File: src/rtl/rx_desc_writeback.sv
module rx_desc_writeback #(
  parameter int AW   = 32,
  parameter int LENW = 14,
  parameter int CW   = 64
) (
  input  logic          clk,
  input  logic          rst_n,
  input  logic          rx_en,
  input  logic          base_load,
  input  logic [AW-1:0] rx_base,
  input  logic          in_valid,
  input  logic [7:0]    in_data,
  input  logic          in_last,
  output logic          in_ready,
  output logic          mem_req,
  output logic          mem_we,
  output logic [AW-1:0] mem_addr,
  output logic [31:0]   mem_wdata,
  output logic [3:0]    mem_wstrb,
  input  logic          mem_ready,
  input  logic          mem_rvalid,
  input  logic [31:0]   mem_rdata,
  output logic [AW-1:0] cur_desc,
  output logic          st_ri,
  output logic          st_nis,
  output logic          st_ru,
  output logic          st_ais,
  output logic [CW-1:0] cnt_bytes,
  output logic [CW-1:0] cnt_frames,
  output logic [CW-1:0] cnt_mcast,
  output logic [CW-1:0] cnt_bcast
);

  localparam int DSTRIDE = 32;
  localparam int MINLEN  = 12;
  localparam int PADW    = 16 - LENW;

  typedef enum logic [2:0] {S_IDLE, S_DROP, S_FETCH, S_DATA, S_FLUSH, S_WB} state_t;

  state_t            state;
  logic [1:0]        fidx;
  logic              rd_wait, own, eor, grp, is_bc, wpend;
  logic [AW-1:0]     buf_addr, waddr;
  logic [LENW-1:0]   len;
  logic [31:0]       wword;
  logic [3:0]        wstrb;

  wire [1:0]      lane = len[1:0];
  wire [LENW-1:0] len4 = len + LENW'(4);
  wire [31:0]     wb_word = {{PADW{1'b0}}, len4, 16'h0300};
  wire            take = in_valid && in_ready;

  assign in_ready = (state == S_DROP) || (state == S_DATA && !wpend);

  always_comb begin
    mem_req   = 1'b0;
    mem_we    = 1'b0;
    mem_addr  = cur_desc;
    mem_wdata = wword;
    mem_wstrb = wstrb;
    case (state)
      S_FETCH: begin
        mem_req  = !rd_wait;
        mem_addr = cur_desc + {{(AW-4){1'b0}}, fidx, 2'b00};
      end
      S_DATA, S_FLUSH: begin
        mem_req  = wpend;
        mem_we   = wpend;
        mem_addr = waddr;
      end
      S_WB: begin
        mem_req   = 1'b1;
        mem_we    = 1'b1;
        mem_wdata = wb_word;
        mem_wstrb = 4'hF;
      end
      default: ;
    endcase
  end

  always_ff @(posedge clk or negedge rst_n) begin
    if (!rst_n) begin
      state <= S_IDLE;
      fidx <= '0; rd_wait <= 1'b0; own <= 1'b0; eor <= 1'b0;
      grp <= 1'b0; is_bc <= 1'b0; wpend <= 1'b0;
      buf_addr <= '0; waddr <= '0; len <= '0; wword <= '0; wstrb <= '0;
      cur_desc <= '0;
      st_ri <= 1'b0; st_nis <= 1'b0; st_ru <= 1'b0; st_ais <= 1'b0;
      cnt_bytes <= '0; cnt_frames <= '0; cnt_mcast <= '0; cnt_bcast <= '0;
    end else begin
      st_ri <= 1'b0; st_nis <= 1'b0; st_ru <= 1'b0; st_ais <= 1'b0;
      case (state)
        S_IDLE:
          if (in_valid) begin
            state   <= rx_en ? S_FETCH : S_DROP;
            fidx    <= '0;
            rd_wait <= 1'b0;
          end
        S_DROP:
          if (take && in_last) state <= S_IDLE;
        S_FETCH: begin
          if (!rd_wait && mem_ready) rd_wait <= 1'b1;
          if (rd_wait && mem_rvalid) begin
            rd_wait <= 1'b0;
            fidx    <= fidx + 2'd1;
            case (fidx)
              2'd0:    own <= mem_rdata[31];
              2'd1:    eor <= mem_rdata[15];
              default: buf_addr <= mem_rdata[AW-1:0];
            endcase
            if (fidx == 2'd2) begin
              state <= S_DATA;
              len   <= '0;
              wpend <= 1'b0;
              is_bc <= 1'b1;
            end
          end
        end
        S_DATA: begin
          if (wpend && mem_ready) wpend <= 1'b0;
          if (take) begin
            wword[{lane, 3'b000} +: 8] <= in_data;
            wstrb <= ((lane == 2'd0) ? 4'b0000 : wstrb) | (4'b0001 << lane);
            if (len == '0) grp <= in_data[0];
            if (len < LENW'(6) && in_data != 8'hFF) is_bc <= 1'b0;
            if ((lane == 2'd3 || in_last) && own) begin
              wpend <= 1'b1;
              waddr <= buf_addr + AW'({len[LENW-1:2], 2'b00});
            end
            len <= len + LENW'(1);
            if (in_last) state <= S_FLUSH;
          end
        end
        S_FLUSH: begin
          if (wpend) begin
            if (mem_ready) wpend <= 1'b0;
          end else if (len < LENW'(MINLEN)) begin
            st_ri <= 1'b1; st_nis <= 1'b1;
            state <= S_IDLE;
          end else if (!own) begin
            st_ru <= 1'b1; st_ais <= 1'b1;
            state <= S_IDLE;
          end else begin
            state <= S_WB;
          end
        end
        S_WB:
          if (mem_ready) begin
            cur_desc   <= eor ? rx_base : cur_desc + AW'(DSTRIDE);
            cnt_frames <= cnt_frames + CW'(1);
            cnt_bytes  <= cnt_bytes + CW'(len4);
            if (is_bc) cnt_bcast <= cnt_bcast + CW'(1);
            else if (grp) cnt_mcast <= cnt_mcast + CW'(1);
            st_ri <= 1'b1; st_nis <= 1'b1;
            state <= S_IDLE;
          end
        default: state <= S_IDLE;
      endcase
      if (base_load) cur_desc <= rx_base;
    end
  end

  assert_fetch_stall_R2: assert property (@(posedge clk) disable iff (!rst_n)
    (mem_req && !mem_we) |-> !in_ready);

  assert_ru_excl_R4: assert property (@(posedge clk) disable iff (!rst_n)
    st_ru |-> (st_ais && !st_ri && !st_nis));

  assert_ri_pair_R10: assert property (@(posedge clk) disable iff (!rst_n)
    st_ri |-> st_nis);

  assert_frame_step_R9: assert property (@(posedge clk) disable iff (!rst_n)
    !$stable(cnt_frames) |-> (cnt_frames == $past(cnt_frames) + CW'(1) && st_ri));

  assert_ptr_move_R7: assert property (@(posedge clk) disable iff (!rst_n)
    !$stable(cur_desc) |-> ($past(base_load) || cur_desc == $past(rx_base)
                            || cur_desc == $past(cur_desc) + AW'(DSTRIDE)));

  assert_class_excl_R8: assert property (@(posedge clk) disable iff (!rst_n)
    !$stable(cnt_bcast) |-> $stable(cnt_mcast));

endmodule

File: config.mk
export PLATFORM = sky130hd
export DESIGN_NAME = rx_desc_writeback
export DESIGN_NICKNAME = d
export VERILOG_FILES = /design/src/rtl/rx_desc_writeback.sv
export SDC_FILE = /design/constraint.sdc
export NUM_CORES = 1
export LEC_CHECK = 0
export BUFFER_PORTS_ARGS = -buffer_cell sky130_fd_sc_hd__buf_4
export CORE_MARGIN = 1
export CORE_UTILIZATION = 60
export DETAILED_ROUTE_END_ITERATION = 10
export PLACE_DENSITY = 0.83
export SKIP_CTS_REPAIR_TIMING = 1
export SLEW_MARGIN = 15
export SYNTH_ARGS = -nofsm -noshare
export SYNTH_HDL_FRONTEND = slang
export SYNTH_SLANG_ARGS = --single-unit
export TNS_END_PERCENT = 100
File: constraint.sdc
create_clock -name clk -period 10.6 [get_ports clk]
set_clock_uncertainty 0.15 [all_clocks]
set_input_delay 2.12 -clock clk [delete_from_list [all_inputs] [get_ports clk]]
set_output_delay 2.12 -clock clk [all_outputs]
set_load 0.1 [all_outputs]
**Yosys cells after proc, flatten, opt, wreduce, memory -nomap -nowiden**

Index checks and enable logic that the tools add are counted.

- Flip-flop bits (word level): 415
- Latch bits: 0
- RAM bits: 0
- Memory bits (read-only): 0
- Bits of input ports: 80
- Logic and storage cells: 152
- Memories: 0

- $add $sub $neg: 11
- $mul: 0
- Divide/modulo/power cells: 0
- $lt $le $gt $ge: 2
- Eq/ne operators: 19
- Shift operators: 3
- Muxes and demuxes: 55
- Bitwise operators: 3
- Reductions and logical operators: 39

Operators with widths:

| operator | number |
|---|---|
| $add 64x1->64 const B | 3 |
| $mux 32 | 5 |
| $add 64x14->64 | 1 |
| $pmux 32 s2 | 1 |
| $mux 14 | 3 |
| $add 32x14->32 | 1 |
| $add 32x4->32 | 1 |
| $add 32x6->32 const B | 1 |
| $bwmux 32 | 1 |
| $shift 8x7->32 const A | 1 |
| $shiftx 8x7->32 | 1 |
| $mux 3 | 10 |
| $pmux 14 s2 | 1 |
| $reduce_and 3->1 | 9 |
| $mux 1 | 21 |
| $pmux 3 s6 | 1 |
| $add 14x1->14 const B | 1 |
| $add 14x3->14 const B | 1 |
| $logic_not 14->1 | 1 |
| $lt 14x3->1 const B | 1 |
| $lt 14x4->1 const B | 1 |
| $ne 2x2->1 const B | 7 |
| $logic_and 1x1->1 | 8 |
| $mux 4 | 2 |
| 28 further kinds | 49 |

**Depth between registers and ports, before layout**

- Depth after elaboration: 7
- Depth in mapped cells: 15
- Depth with buffers taken out: 14

**Worst setup path after synthesis**

Ideal clock, no wire load.

- Path kind: reg-to-output
- Start: register cur_desc[11]
- End: output port mem_addr[26]
- Arrival: 5930 ps
- Path slack: 2400 ps
- Cell stages (with the launch flop): 7
- Path buffers: 1
- Path through: dfrtp_1 > clkbuf_2 > nand3_1 > nor4_4 > nor3b_4 > nand3_1 > o311ai_0

- Word-level cells in the longest chain between the ends: 2

RTL lines:

| element | RTL line | RTL |
|---|---|---|
| start: declaration | 23 | `output logic [AW-1:0] cur_desc,` |
| start signal: assignment | 149 | `cur_desc <= eor ? rx_base : cur_desc + AW'(DSTRIDE);` |
| start signal: assignment | 159 | `if (base_load) cur_desc <= rx_base;` |
| $add 32x4->32 | 64 | `mem_addr = cur_desc + {{(AW-4){1'b0}}, fidx, 2'b00};` |
| $pmux 32 s2 | 61 | `case (state)` |
| end: declaration | 17 | `output logic [AW-1:0] mem_addr,` |

Every way passes these cells.

**Final worst setup path**

- Start: register state[2]
- End: output port mem_addr[8]

- Word-level cells in the longest chain between the ends: 3

RTL lines:

| element | RTL line | RTL |
|---|---|---|
| start: declaration | 40 | `state_t state;` |
| start signal: assignment | 95 | `state <= rx_en ? S_FETCH : S_DROP;` |
| $eq 3x2->1 / $eq 3x3->1 (equally long branches) | 61 |  |
| $reduce_or 2->1 | 61 |  |
| $pmux 32 s2 (*) | 61 |  |

Every way passes the cells marked *; elsewhere a longest branch is shown, timed or not.

==> summary.md <==
| Metric | Value |
|---|---|
| Worst EP arrival | `4010 ps` |
| Worst-Margin Slew | `1220 ps` |
| Commonest cells after routing, fill and taps aside | `455 x buf_4, 415 x dfrtp_1, 337 x nand2_1` |
| Router iterations before antenna repair | `6` |
| Power consumption | `0.00579 W` |
| Slew margin rel. | `18.3%` |
| Final setup fails | `0` |
| Startpoint Class | `flop` |
| Fin cells | `3130` |
| Outcome | `finished, final reports clean` |
| Gr ovfl total | `0` |
| Critical path buffers and inverters | `2` |
| Antenna Nets Post-Route | `0` |
| Maximum VDD drop | `342 uV` |
| Cell chain of the critical path | `nand2b_1 > nor2_1 > buf_4 > nand2_1 > o311ai_0 > buf_4` |
| Pwr Density | `217 nW/um^2` |
| DIE WIDTH | `192 um` |
| Post-synth EDFFs | `0` |
| Starting Density | `60.8%` |
| Endpoint class of the critical path | `output pin` |
| First-pass GRT wire length | `99.9 mm` |
| Yosys reg bits | `415` |
| Main synth FF type | `dfrtp_1` |
| Synth Cell Area | `21600 sq um` |
| Routed len/inst | `20.9 um` |
| Gr usage total | `35.0%` |
| Layout area overhead | `23.8%` |
| Via count | `18969` |
| Critical Path RT | `8330 ps` |
| Static leakage | `12.9 nW` |
| Clock transition at path regs | `60 ps` |
| Area of the multi-input gates | `10700 sq um` |
| Routed vias/inst | `6.06` |
| Critical Path Max Stage Delay | `930 ps` |
| Row count | `69` |
| Cells after DPL | `3054` |
| Gate Count Post-Synth | `2220` |
| RSZ-0062 raised after global routing | `false` |
| Max-slew violations | `0` |
| Largest net degree at the start of global routing | `93` |
| IO Pins | `443` |
| DR iter-0 viols | `1529` |
| Crit path max-delay family | `simple AND/OR/NAND/NOR gates` |
| Min Tclk post-route | `6280 ps` |
| Final Instance Area | `26700 sq um` |
| Fmax | `0.159 GHz` |
| Vias in the first global route | `17944` |
| Post-synthesis sequential area ratio | `48.1%` |
| Worst path slowest cell | `o311ai_0` |
| Yosys warns | `0` |
| Clk root buf | `clkbuf_16` |
| Fin. Hold Viols | `0` |
| Number of CTS-inserted buffers | `43` |
| Clock H-tree levels | `2` |
| Placer Congestion | `0.922` |
| Hold Path Class | `flop to flop` |
| # port buffers | `442` |
| Nets | `2766` |
| Async SR Flop Fraction | `100%` |
| Clk_lat worst skew | `570 ps` |
| Setup tns final | `0 ps` |
| CTS tree | `done` |
| Clock Sinks | `415` |
| Die ar. | `36700 sq um` |
| Detail Placement HPWL | `47.3 mm` |
| Kind of critical path | `flop to output pin` |
| Distinct cells, synth | `70` |
| Syn Area/Cell | `9.72 sq um` |
| Initial antenna violation count | `3` |
| Reg area | `10400 sq um` |
| Max Buffers Root-to-Sink | `3` |
| Filler cell count | `2485` |
| Worst path most repeated cell | `buf_4` |
| Total core area | `35500 sq um` |
| DRC | `0` |
| Die Y | `192 um` |
| Max cap viols | `0` |
| CP Max Fanout | `21` |
| Share of post-route cells with drive strength above 1 | `22.9%` |
| Most common cell after layout, fill and taps aside | `buf_4` |
| Period utilization | `59.2%` |
| Syn nets | `2348` |
| Final WL | `65.3 mm` |
| DP Area | `25200 sq um` |
cell usage after synthesis (all sizes together), types with 12 or more instances:
cell type | count | area [sq um]
and3 | 62 | 388
a21oi | 78 | 390
a31oi | 13 | 81.3
xnor2 | 195 | 1710
buf | 26 | 129
and2 | 43 | 269
clkbuf | 57 | 216
and4 | 31 | 274
dfrtp | 415 | 10400
nor3 | 48 | 278
o21ai | 154 | 771
nor3b | 14 | 121
nand3 | 131 | 666
nand2b | 14 | 87.6
ha | 45 | 563
nand4 | 82 | 528
nand2 | 337 | 1260
xor2 | 99 | 867
a21o | 13 | 97.6
o22a | 24 | 210
o211ai | 13 | 97.6
inv | 35 | 131
nor4 | 12 | 148
mux2 | 54 | 608
nor2 | 129 | 502
report_power, final:
group	internal (W)	switching (W)
logic	0.000543	0.00172
registers	0.00174	0.000213
clock network	0.000946	0.000633
logic make-up (layout without fill, tap and decap cells):
| group | count (synthesis) | after routing | synth area share (%) |
|---|---|---|---|
| multiplexers | 56 | 56 | 2.91 |
| other | 0 | 3 | 0 |
| AND/OR/NAND/NOR | 932 | 932 | 21.9 |
| buffers and inverters | 118 | 564 | 2.21 |
| adder cells (fa/ha/maj) | 48 | 48 | 2.89 |
| XOR/XNOR | 294 | 294 | 11.9 |
| flip-flops | 415 | 415 | 48.1 |
| AO/OA/AOI/OAI | 357 | 357 | 10.0 |
flip-flops by register name (all words and copies together) (netlist names), 2 cells and up, named ones only:
register    cells
fidx            2
buf_addr       32
len            14
cnt_mcast      64
wstrb           2
wword          32
cur_desc       32
cnt_frames     64
waddr          32
state           3
cnt_bytes      64
cnt_bcast      64
worst reg2reg max path, cell delays in order (launching register included):
cell,delay [ps]
dfrtp_1,470
ha_1,280
nand3_1,170
inv_1,120
and3_1,220
xor2_1,370
ha_1,280
and3_1,230
and2_1,150
a31oi_1,90
or3_1,590
nor4_4,520
nand3_1,190
xnor2_1,250
area by class of cell:
type	count	area share, %
clock inverters	15	0.777
clock buffers	58	4.69
inverters	35	0.492
flip-flops and latches	415	38.9
well taps	461	2.16
multi-input cells	1687	40.1
repair buffers	456	12.8
diodes	3	0.0281
per-stage QoR:
step	worst slack, ps	hold slack, ps	utilization, %
floorplan	2400	275	-
global placement	5170	295	71.2
detailed placement	5130	305	71.2
CTS	4510	329	75.3
global route	4160	343	75.3
finish	4320	323	75.3
path summary, 6_finish.rpt:
kind | end | start | slack (ps) | cells after the start
min in group asynchronous | buf_addr[29]$_DFFE_PN0P_ | rst_n | 1400 | 1
max in group asynchronous | wword[24]$_DFFE_PN0P_ | rst_n | 6760 | 3
max reg2reg | cnt_bytes[52]$_DFFE_PN0P_ | len[3]$_DFFE_PN0P_ | 6410 | 13
min reg2reg | wword[6]$_DFFE_PN0P_ | wword[6]$_DFFE_PN0P_ | 320 | 2
max | mem_addr[8] | state[2]$_DFFE_PN0P_ | 4320 | 6
min | wword[6]$_DFFE_PN0P_ | wword[6]$_DFFE_PN0P_ | 320 | 2
per-layer routing:
metal	part of all wire, %	GRT usage, %
met3	9.7	9.41
met4	4.9	17.5
met5	0	0
met2	46	54.5
met1	40	45.2
(Power assumes the default switching activity.)
